**config.mk**
```make
export PLATFORM = sky130hd
export DESIGN_NAME = int_alu
export DESIGN_NICKNAME = d
export VERILOG_FILES = /design/src/rtl/int_alu_pkg.sv /design/src/rtl/int_alu_imm_ext.sv /design/src/rtl/int_alu_adder.sv /design/src/rtl/int_alu_logic.sv /design/src/rtl/int_alu.sv
export SDC_FILE = /design/constraint.sdc
export NUM_CORES = 1
export LEC_CHECK = 0
export CORE_MARGIN = 2
export CORE_UTILIZATION = 56
export DETAILED_ROUTE_END_ITERATION = 7
export MAX_ROUTING_LAYER = met4
export PLACE_DENSITY = 0.93
export SETUP_SLACK_MARGIN = 0.05
export SYNTH_ARGS = -nofsm -noshare
export SYNTH_HDL_FRONTEND = slang
export SYNTH_SLANG_ARGS = --single-unit
```
**constraint.sdc**
```tcl
create_clock -name vclk -period 13.9
set_input_delay 2.78 -clock vclk [all_inputs]
set_output_delay 2.78 -clock vclk [all_outputs]
set_load 0.005 [all_outputs]
```
**src/rtl/int_alu_pkg.sv**
```systemverilog
package int_alu_pkg;

    parameter int unsigned ALU_DW = 32;
    parameter int unsigned ALU_IW = 16;
    parameter int unsigned ALU_OPW = 4;

    typedef enum logic [ALU_OPW-1:0] {
        OP_AND  = 4'b0000,
        OP_OR   = 4'b0001,
        OP_XOR  = 4'b0010,
        OP_NOR  = 4'b0011,
        OP_ADD  = 4'b0100,
        OP_ADDU = 4'b0101,
        OP_SUB  = 4'b0110,
        OP_SUBU = 4'b0111,
        OP_SLT  = 4'b1000,
        OP_SLTU = 4'b1001
    } alu_op_e;

    // bitwise function select for the logic unit
    typedef enum logic [1:0] {
        LF_AND = 2'b00,
        LF_OR  = 2'b01,
        LF_XOR = 2'b10,
        LF_NOR = 2'b11
    } logic_fn_e;

endpackage

```
**src/rtl/int_alu_imm_ext.sv**
```systemverilog
module int_alu_imm_ext #(
    parameter int unsigned DW = 32,
    parameter int unsigned IW = 16
) (
    input  logic [IW-1:0] imm_i,
    input  logic          zext_i,
    output logic [DW-1:0] ext_o
);
    localparam int unsigned PADW = DW - IW;

    logic fill_d;

    always_comb begin
        fill_d = zext_i ? 1'b0 : imm_i[IW-1];
    end

    generate
        if (PADW > 0) begin : g_pad
            assign ext_o = {{PADW{fill_d}}, imm_i};
        end else begin : g_nopad
            logic unused_fill;
            assign unused_fill = fill_d;
            assign ext_o = imm_i[DW-1:0];
        end
    endgenerate

endmodule

```
**src/rtl/int_alu_adder.sv**
```systemverilog
module int_alu_adder #(
    parameter int unsigned DW = 32,
    parameter int unsigned GW = 4
) (
    input  logic [DW-1:0] a_i,
    input  logic [DW-1:0] b_i,
    input  logic          cin_i,
    output logic [DW-1:0] sum_o,
    output logic          cout_o
);
    localparam int unsigned NG = DW / GW;

    logic [NG-1:0] grp_gen;
    logic [NG-1:0] grp_prop;
    logic [NG:0]   grp_cin;

    generate
        for (genvar g = 0; g < NG; g++) begin : g_grp
            logic [GW-1:0] bit_g;
            logic [GW-1:0] bit_p;
            logic [GW-1:0] s_loc;
            logic          gen_d;
            logic          prop_d;

            assign bit_g = a_i[g*GW +: GW] & b_i[g*GW +: GW];
            assign bit_p = a_i[g*GW +: GW] ^ b_i[g*GW +: GW];

            // group generate / propagate, independent of carry-in
            always_comb begin
                gen_d  = 1'b0;
                prop_d = 1'b1;
                for (int i = 0; i < int'(GW); i++) begin
                    gen_d  = bit_g[i] | (bit_p[i] & gen_d);
                    prop_d = prop_d & bit_p[i];
                end
            end

            // sum bits inside the group from the group carry-in
            always_comb begin
                logic c;
                c = grp_cin[g];
                for (int i = 0; i < int'(GW); i++) begin
                    s_loc[i] = bit_p[i] ^ c;
                    c        = bit_g[i] | (bit_p[i] & c);
                end
            end

            assign grp_gen[g]        = gen_d;
            assign grp_prop[g]       = prop_d;
            assign sum_o[g*GW +: GW] = s_loc;
        end
    endgenerate

    // carry between groups
    always_comb begin
        logic c;
        c          = cin_i;
        grp_cin[0] = c;
        for (int g = 0; g < int'(NG); g++) begin
            c            = grp_gen[g] | (grp_prop[g] & c);
            grp_cin[g+1] = c;
        end
    end

    assign cout_o = grp_cin[NG];

endmodule

```
**src/rtl/int_alu_logic.sv**
```systemverilog
module int_alu_logic
    import int_alu_pkg::*;
#(
    parameter int unsigned DW = 32
) (
    input  logic [DW-1:0] a_i,
    input  logic [DW-1:0] b_i,
    input  logic_fn_e     fn_i,
    output logic [DW-1:0] y_o
);
    always_comb begin
        unique case (fn_i)
            LF_AND:  y_o = a_i & b_i;
            LF_OR:   y_o = a_i | b_i;
            LF_XOR:  y_o = a_i ^ b_i;
            LF_NOR:  y_o = ~(a_i | b_i);
            default: y_o = '0;
        endcase
    end
endmodule

```
**src/rtl/int_alu.sv**
```systemverilog
module int_alu
    import int_alu_pkg::*;
#(
    parameter int unsigned DW  = ALU_DW,
    parameter int unsigned IW  = ALU_IW,
    parameter int unsigned GW  = 4
) (
    input  logic [DW-1:0]      a_i,
    input  logic [DW-1:0]      b_i,
    input  logic [IW-1:0]      imm_i,
    input  logic               use_imm_i,
    input  logic [ALU_OPW-1:0] op_i,
    output logic [DW-1:0]      result_o,
    output logic               zero_o,
    output logic               ovf_o
);
    localparam int unsigned MSB = DW - 1;

    typedef struct packed {
        logic [DW-1:0] res;
        logic          zero;
        logic          ovf;
    } alu_out_t;

    typedef struct packed {
        logic is_logic;
        logic is_sub;
        logic ovf_en;
    } alu_dec_t;

    alu_dec_t      dec_d;
    alu_out_t      alu_d;
    logic [DW-1:0] imm_ext;
    logic [DW-1:0] b_opnd;
    logic [DW-1:0] b_add;
    logic [DW-1:0] sum;
    logic          cout;
    logic [DW-1:0] logic_y;
    logic          sgn_ovf;
    logic          lt_signed;
    logic          lt_unsigned;

    // operation decode
    always_comb begin
        dec_d.is_logic = (op_i[3:2] == 2'b00);
        dec_d.is_sub   = (op_i == OP_SUB)  || (op_i == OP_SUBU) ||
                         (op_i == OP_SLT)  || (op_i == OP_SLTU);
        dec_d.ovf_en   = (op_i == OP_ADD)  || (op_i == OP_SUB);
    end

    int_alu_imm_ext #(
        .DW(DW),
        .IW(IW)
    ) u_ext (
        .imm_i (imm_i),
        .zext_i(dec_d.is_logic),
        .ext_o (imm_ext)
    );

    assign b_opnd = use_imm_i ? imm_ext : b_i;
    assign b_add  = dec_d.is_sub ? ~b_opnd : b_opnd;

    int_alu_adder #(
        .DW(DW),
        .GW(GW)
    ) u_add (
        .a_i   (a_i),
        .b_i   (b_add),
        .cin_i (dec_d.is_sub),
        .sum_o (sum),
        .cout_o(cout)
    );

    int_alu_logic #(
        .DW(DW)
    ) u_log (
        .a_i (a_i),
        .b_i (b_opnd),
        .fn_i(logic_fn_e'(op_i[1:0])),
        .y_o (logic_y)
    );

    // sign rule on the adder inputs: like signs in, different sign out
    always_comb begin
        sgn_ovf     = (a_i[MSB] == b_add[MSB]) && (sum[MSB] != a_i[MSB]);
        lt_signed   = sum[MSB] ^ sgn_ovf;
        lt_unsigned = ~cout;
    end

    always_comb begin
        alu_d = '0;
        case (op_i)
            OP_AND, OP_OR, OP_XOR, OP_NOR:     alu_d.res = logic_y;
            OP_ADD, OP_ADDU, OP_SUB, OP_SUBU:  alu_d.res = sum;
            OP_SLT:  alu_d.res = {{(DW-1){1'b0}}, lt_signed};
            OP_SLTU: alu_d.res = {{(DW-1){1'b0}}, lt_unsigned};
            default: alu_d.res = '0;
        endcase
        alu_d.ovf  = dec_d.ovf_en & sgn_ovf;
        alu_d.zero = ~|alu_d.res;
    end

    assign result_o = alu_d.res;
    assign zero_o   = alu_d.zero;
    assign ovf_o    = alu_d.ovf;

endmodule

```
==> metrics.md, run 1 <==
| Metric | Value |
|---|---|
| First DRT Iteration DRCs | 194 |
| Count of vias placed by the detailed router | 4336 |
| Core ar. | 7650 um^2 |
| Sort of element at the end of the critical path | output pin |
| Aggregate routed wire length | 12.5 mm |
| Pin count of the biggest net entering global routing | 98 |
| Quantity of gates resized following cts | 0 |
| Per-cell routed wire length | 16.5 um |
| Total Negative Setup Slacks | 0 ps |
| # Max-Cap Violations | 0 |
| Syn Area/Cell | 7.76 um^2 |
| Number of top-level pins | 119 |
| Die footprint | 8490 um^2 |
| Post-DR vias/cell | 5.73 |
| Element type at the critical path start | primary input |
| DIE HEIGHT | 92.2 um |
| Max-slew headroom at the worst pin | 0.282 |
| Top cell type's share of synthesized area | 0.276 |
| Final hold violation count | 0 |
| Total routing usage reported by global routing | 0.295 |
| Ratio of total power to cell area | 49.8 nW/um^2 |
| Outcome | complete, no violations |
| Routability cong. | 0.958 |
| Max Fanout on Critical Path | 23 |
| First-pass GRT wire length | 20.3 mm |
| Count of final max-slew check failures | 0 |
| LEAKAGE | 2.60 nW |
| Register area | 0 um^2 |
| Placement row count | 32 |
| Total setup buffers inserted after CTS | 0 |
| Residual DRC | 0 |
| Tightest hold margin | 6790 ps |
| Worst hold path type | primary input to output pin |
| Number of antenna violations at the first check in global routing | 0 |
| Clock buffer cells | 0 |
| Port Buffers | 119 |
| Slew at the pin with the worst max-slew slack | 1080 ps |
| Seq/Total Area, Yosys | 0 |
| Remaining global-route overflow | 0 |
| Yosys top cell by area | ha_1 |
| X dimension of the die | 92.2 um |
| Highest attainable clock frequency | 78.9 MHz |
| Total power consumption of the routed design | 0.000276 W |
| Synthesis Warnings | 0 |
| Synthesized netlist cell count | 561 |
| Unrepaired setup endpoints after global routing | false |
| Crit path DAT | 9890 ps |
| Worst vdd ir | 40.1 uV |
| Count of nets left with antenna violations after detail routing | 0 |
| Final-layout fill cell count | 611 |
| Count of different cell masters after synthesis | 46 |
| Post-Syn Nets | 765 |
| Half-perimeter wire length after placement | 10.1 mm |
| Initial core utilization | 0.569 |
| Type of the worst setup path | primary input to output pin |
| Post-CTS Hold Buffers | 0 |
| End-of-flow core utilization | 0.724 |
| Final net count | 861 |
| Area Overhead vs Synth | 27.1% |
| Vias in the first global route | 4301 |
| Ant diodes | 0 |
| Required time of the worst setup path | 11120 ps |
| Post-route fraction of the period consumed by the critical path | 0.912 |
| Drt first pass iters | 5 |
| Time the final worst path needs with I/O delays and setup | 12670 ps |
| Cell types with the largest area share after synthesis | ha_1 28%, fa_1 11%, mux2i_1 9.0% |
| Area of the mapped netlist | 4350 um^2 |
| Share of cells above drive strength 1 | 0.0290 |
| Final setup violation count | 0 |
| Final sequential cell count | 0 |
-- per-stage QoR --
step / area (um^2) / worst slack, ps / cells
2_1_floorplan: 4350 / 3000 / 561
5_1_grt: 5530 / 812 / 757
3_5_place_dp: 5530 / 1300 / 757
6_report: 5530 / 1230 / 757
3_3_place_gp: 5530 / 1610 / 757
4_1_cts: 5530 / 1280 / 757
-- critical path, stage by stage --
cell             delay, ps
clkdlybuf4s50_1        470
buf_4                  210
or3b_1                 400
nand2_2                560
buf_4                  360
xnor2_1                160
ha_1                   310
o21ai_0                100
nor2_1                  60
nor3_1                 380
o21ai_0                160
nor2_1                 190
o21bai_1               150
a21oi_1                200
inv_1                  120
fa_1                   430
fa_1                   450
fa_1                   470
a21oi_1                130
o21ai_0                140
nor4_1                 360
nand2_1                130
or3_1                  340
nor4_2                 260
clkdlybuf4s50_1        550
-- synth_stat cells (5+ instances only) --
cell	n
o221ai_1	5
clkbuf_1	7
buf_2	11
a211o_1	7
fa_1	23
nor2_1	39
a211oi_1	23
nor2b_1	11
inv_1	75
xnor2_1	39
o21bai_1	5
nand2b_1	7
mux2i_1	39
o21ai_0	46
nand2_1	25
nor3_1	6
nand4_1	7
ha_1	96
a21oi_1	37
-- cell families (layout without fill, tap and decap cells) --
group,Yosys count,count (layout),synth area share
buf+inv,106,200,0.107
fa+ha+maj,119,119,0.382
simple gates,114,114,0.132
xor+xnor,41,41,0.0825
compound gates,136,136,0.191
mux,45,45,0.107
-- per-layer routing --
layer | share of wire | global-route usage | wire length (um)
met1 | 0.44 | 0.381 | 5500
met2 | 0.49 | 0.515 | 6110
met3 | 0.047 | 0.0173 | 583
met4 | 0.023 | 0.0560 | 282
met5 | 0 | - | 0
-- power breakdown --
group / switching [W] / internal (W) / leakage, nW
clock network: 0 / 0 / 0
registers: 0 / 0 / 0
logic: 0.000140 / 0.000136 / 2.60
-- path summary, 6_finish.rpt --
| path | cells past startpoint | slack [ps] | end | start |
|---|---|---|---|---|
| max | 25 | 1230 | zero_o | op_i[3] |
| min | 4 | 6790 | result_o[20] | op_i[3] |
-- cells in the final DEF, fill, tap and decap left out, drive strengths merged, types with 6 or more instances in the layout --
cell type / instances
nor2b: 11
clkdlybuf4s50: 118
ha: 96
buf: 7
mux2i: 39
nor3: 7
o21ai: 46
mux2: 6
nand4: 7
inv: 75
fa: 23
a211oi: 24
a21oi: 37
a211o: 7
nor2: 39
nand2b: 7
nand2: 25
xnor2: 39
-- layout make-up --
cell class	count	area, um^2	share of cell area
inverters	75	282	0.0509
multi-input cells	455	3890	0.703
well taps	102	128	0.0231
repair buffers	125	1230	0.223
No activity file was read; power rests on OpenSTA's default activity.
==> run 2, diff against run 1 <==
--- a/config.mk
+++ b/config.mk
@@ -9,7 +9,7 @@
 export CORE_UTILIZATION = 56
 export DETAILED_ROUTE_END_ITERATION = 7
 export MAX_ROUTING_LAYER = met4
-export PLACE_DENSITY = 0.93
+export PLACE_DENSITY = 0.91
 export SETUP_SLACK_MARGIN = 0.05
 export SYNTH_ARGS = -nofsm -noshare
 export SYNTH_HDL_FRONTEND = slang
==> metrics.md, run 2 (same netlist as run 1, synthesis figures left out) <==
| Metric | Value |
|---|---|
| Outcome | complete, no violations |
| Vias in the first global route | 4354 |
| Ant diodes | 0 |
| Quantity of gates resized following cts | 0 |
| Worst vdd ir | 35.3 uV |
| Final setup violation count | 0 |
| First-pass GRT wire length | 20.7 mm |
| End-of-flow core utilization | 0.723 |
| Post-DR vias/cell | 5.83 |
| Per-cell routed wire length | 16.7 um |
| Number of antenna violations at the first check in global routing | 0 |
| Final net count | 860 |
| LEAKAGE | 2.60 nW |
| Most common cell after layout, fill and taps aside | clkdlybuf4s50_1 |
| DIE HEIGHT | 92.2 um |
| Register area | 0 um^2 |
| Max-slew headroom at the worst pin | 0.274 |
| Half-perimeter wire length after placement | 10.2 mm |
| Share of cells above drive strength 1 | 0.0275 |
| Post-route insts no fill | 756 |
| Remaining global-route overflow | 0 |
| Total setup buffers inserted after CTS | 0 |
| First DRT Iteration DRCs | 173 |
| Count of vias placed by the detailed router | 4408 |
| Sort of element at the end of the critical path | output pin |
| Top library cells by usage in the layout, fill and taps aside | 118 x clkdlybuf4s50_1, 96 x ha_1, 75 x inv_1 |
| Residual DRC | 0 |
| Crit path DAT | 9920 ps |
| Final sequential cell count | 0 |
| Placed Cells incl. Taps | 756 |
| Port Buffers | 119 |
| Time the final worst path needs with I/O delays and setup | 12700 ps |
| Ratio of total power to cell area | 49.8 nW/um^2 |
| Type of the worst setup path | primary input to output pin |
| Max Fanout on Critical Path | 17 |
| Total routing usage reported by global routing | 0.303 |
| Aggregate routed wire length | 12.7 mm |
| Area Overhead vs Synth | 27.0% |
| Highest attainable clock frequency | 78.7 MHz |
| Total Negative Setup Slacks | 0 ps |
| Worst hold path type | primary input to output pin |
| Final hold violation count | 0 |
| Initial core utilization | 0.569 |
| Pin count of the biggest net entering global routing | 98 |
| Slew at the pin with the worst max-slew slack | 1090 ps |
| Post-CTS Hold Buffers | 0 |
| Core ar. | 7650 um^2 |
| Required time of the worst setup path | 11120 ps |
| Count of final max-slew check failures | 0 |
| Routability cong. | 0.941 |
| Drt first pass iters | 5 |
| Element type at the critical path start | primary input |
| Placement row count | 32 |
| Post-route fraction of the period consumed by the critical path | 0.914 |
| Count of nets left with antenna violations after detail routing | 0 |
| # Max-Cap Violations | 0 |
| Die footprint | 8490 um^2 |
| Clock buffer cells | 0 |
| Unrepaired setup endpoints after global routing | false |
| X dimension of the die | 92.2 um |
| Number of top-level pins | 119 |
## run 2: area by class of cell
class	instances	area, um^2
fillers	599	2120
well taps	102	128
repair buffers	124	1230
inverters	75	282
multi-input cells	455	3890
## run 2: metal layers
metal	global-route usage	wire (um)	vias up
met5	-	0	-
li1	-	-	2127
met1	0.391	5610	2086
met3	0.0247	751	29
met2	0.519	6020	166
met4	0.0709	284	0
## run 2: path summary, 6_finish.rpt
path	from	endpoint	slack, ps	cells past startpoint
setup / recovery	op_i[3]	zero_o	1200	21
hold / removal	a_i[31]	ovf_o	6760	4
## run 2: worst max-delay path, stage by stage
cell and delay, ps:
clkdlybuf4s50_1 840, or3b_1 440, nand2_2 410, buf_4 400
xnor2_1 120, ha_1 330, o21ai_0 100, nor2_1 70
nor3_1 430, o21bai_1 230, a21o_1 220, fa_1 410
fa_1 440, fa_1 460, a21oi_1 120, o21ai_0 160
nor3_2 220, or4b_1 520, or3_1 410, nor4_2 260
clkdlybuf4s50_1 550
## run 2: power by group
part | switching [W] | internal (W)
clock | 0 | 0
sequential | 0 | 0
combinational | 0.000140 | 0.000135
## run 2: per-stage QoR
stage / cell area [um^2] / worst slack, ps / total power, W / hold WS [ps]
6_report: 5530 / 1200 / 0.000275 / 6760
4_1_cts: 5530 / 1250 / 0.000273 / 6760
3_3_place_gp: 5530 / 1560 / 0.000262 / 6760
5_1_grt: 5530 / 792 / 0.000305 / 6810
2_1_floorplan: 4350 / 3000 / 0.000167 / 5730
3_5_place_dp: 5530 / 1250 / 0.000271 / 6740
==> run 3, diff against run 2 <==
--- a/config.mk
+++ b/config.mk
@@ -5,11 +5,12 @@
 export SDC_FILE = /design/constraint.sdc
 export NUM_CORES = 1
 export LEC_CHECK = 0
+export CAP_MARGIN = 10
 export CORE_MARGIN = 2
 export CORE_UTILIZATION = 56
 export DETAILED_ROUTE_END_ITERATION = 7
 export MAX_ROUTING_LAYER = met4
-export PLACE_DENSITY = 0.91
+export PLACE_DENSITY_LB_ADDON = 0.25
 export SETUP_SLACK_MARGIN = 0.05
 export SYNTH_ARGS = -nofsm -noshare
 export SYNTH_HDL_FRONTEND = slang
==> metrics.md, run 3 (same netlist as run 1, synthesis figures left out) <==
| Metric | Value |
|---|---|
| Quantity of gates resized following cts | 0 |
| Core ar. | 7650 um^2 |
| Total setup buffers inserted after CTS | 0 |
| Aggregate routed wire length | 12.4 mm |
| Residual DRC | 0 |
| Post-route insts no fill | 757 |
| Remaining global-route overflow | 0 |
| Time the final worst path needs with I/O delays and setup | 12630 ps |
| Power Internal | 0.000136 W |
| Placed Cells incl. Taps | 757 |
| Half-perimeter wire length after placement | 10.1 mm |
| Routability cong. | 0.909 |
| Initial core utilization | 0.569 |
| Pin count of the biggest net entering global routing | 98 |
| Port Buffers | 119 |
| Final net count | 861 |
| Register area | 0 um^2 |
| Worst hold path type | primary input to output pin |
| First-pass GRT wire length | 21.0 mm |
| Element type at the critical path start | primary input |
| Post-CTS Hold Buffers | 0 |
| Share of cells above drive strength 1 | 0.0290 |
| Unrepaired setup endpoints after global routing | false |
| Ratio of total power to cell area | 49.9 nW/um^2 |
| Drt first pass iters | 5 |
| Total Negative Setup Slacks | 0 ps |
| Min-Delay Path Depth | 4 |
| Max Fanout on Critical Path | 25 |
| Post-route fraction of the period consumed by the critical path | 0.909 |
| Top library cells by usage in the layout, fill and taps aside | 118 x clkdlybuf4s50_1, 96 x ha_1, 75 x inv_1 |
| Count of vias placed by the detailed router | 4333 |
| LEAKAGE | 2.60 nW |
| DIE HEIGHT | 92.2 um |
| Most common cell after layout, fill and taps aside | clkdlybuf4s50_1 |
| Count of final max-slew check failures | 0 |
| End-of-flow core utilization | 0.724 |
| Sort of element at the end of the critical path | output pin |
| Max-slew headroom at the worst pin | 0.272 |
| Total routing usage reported by global routing | 0.305 |
| Per-cell routed wire length | 16.4 um |
| Worst vdd ir | 42.6 uV |
| Number of top-level pins | 119 |
| Required time of the worst setup path | 11120 ps |
| Final sequential cell count | 0 |
| First DRT Iteration DRCs | 172 |
| Count of nets left with antenna violations after detail routing | 0 |
| Highest attainable clock frequency | 79.1 MHz |
| Outcome | complete, no violations |
| Area Overhead vs Synth | 27.1% |
| Slew at the pin with the worst max-slew slack | 1090 ps |
| Switching Fraction | 0.507 |
| NetSw | 0.000140 W |
| Die footprint | 8490 um^2 |
| Number of antenna violations at the first check in global routing | 0 |
| Reg power frac | 0 |
| Total area of multi-input combinational cells | 3890 um^2 |
| # Max-Cap Violations | 0 |
| Post-DR vias/cell | 5.72 |
| Placement row count | 32 |
| Crit path DAT | 9850 ps |
| Final hold violation count | 0 |
| X dimension of the die | 92.2 um |
| Power share of the clock group | 0 |
| Clock buffer cells | 0 |
| Ant diodes | 0 |
| Combinational group share of total power | 1.000 |
| Final setup violation count | 0 |
| Type of the worst setup path | primary input to output pin |
| Final-layout fill cell count | 597 |
| Vias in the first global route | 4501 |
-- run 3: cell types whose count changed in the layout (fill, tap and decap cells not counted) --
cell | previous run | this run
buf_4 | 6 | 7
-- run 3: worst paths after layout --
check / start / to / slack, ps
worst min-delay path: op_i[3] / result_o[3] / 6770
worst max-delay path: op_i[2] / zero_o / 1270
-- run 3: final cells by class --
type / count / area share
repair buffers: 125 / 0.223
multi-input cells: 455 / 0.703
inverters: 75 / 0.0509
well taps: 102 / 0.0231
-- run 3: metrics by stage --
stage / cell area [um^2] / hold WS [ps] / setup slack, ps / power, W
final: 5530 / 6770 / 1270 / 0.000276
after global routing: 5530 / 6800 / 715 / 0.000308
after detailed placement: 5530 / 6770 / 1310 / 0.000273
after CTS: 5530 / 6770 / 1290 / 0.000275
after floorplan: 4350 / 5730 / 3000 / 0.000167
after global placement: 5530 / 6740 / 1590 / 0.000263
-- run 3: routing by layer --
metal	share of wire	global-route usage	up-vias
li1	-	-	2130
met1	0.44	0.396	1979
met2	0.46	0.520	193
met3	0.077	0.0263	31
met4	0.023	0.0672	0
met5	0	-	-
-- run 3: critical path: stages --
cell             delay [ps]
clkdlybuf4s50_1         620
or3b_1                  480
nand2_2                 610
xnor2_1                 230
ha_1                    350
a211oi_1                270
nor2_1                   90
nor3_1                  370
o21ai_0                 150
nor2_1                  210
o21bai_1                150
a21oi_1                 250
inv_1                   130
fa_1                    440
fa_1                    430
fa_1                    470
a21oi_1                 120
o21ai_0                 130
nor4_1                  310
nand2_1                 110
or3_1                   340
nor4_2                  250
clkdlybuf4s50_1         550
-- run 3: power groups by stage --
| stage | clock network [W] | registers [W] | logic (W) |
|---|---|---|---|
| floorplan | 0 | 0 | 0.000167 |
| global placement | 0 | 0 | 0.000263 |
| detailed placement | 0 | 0 | 0.000273 |
| CTS | 0 | 0 | 0.000275 |
| global route | 0 | 0 | 0.000308 |
| finish | 0 | 0 | 0.000276 |
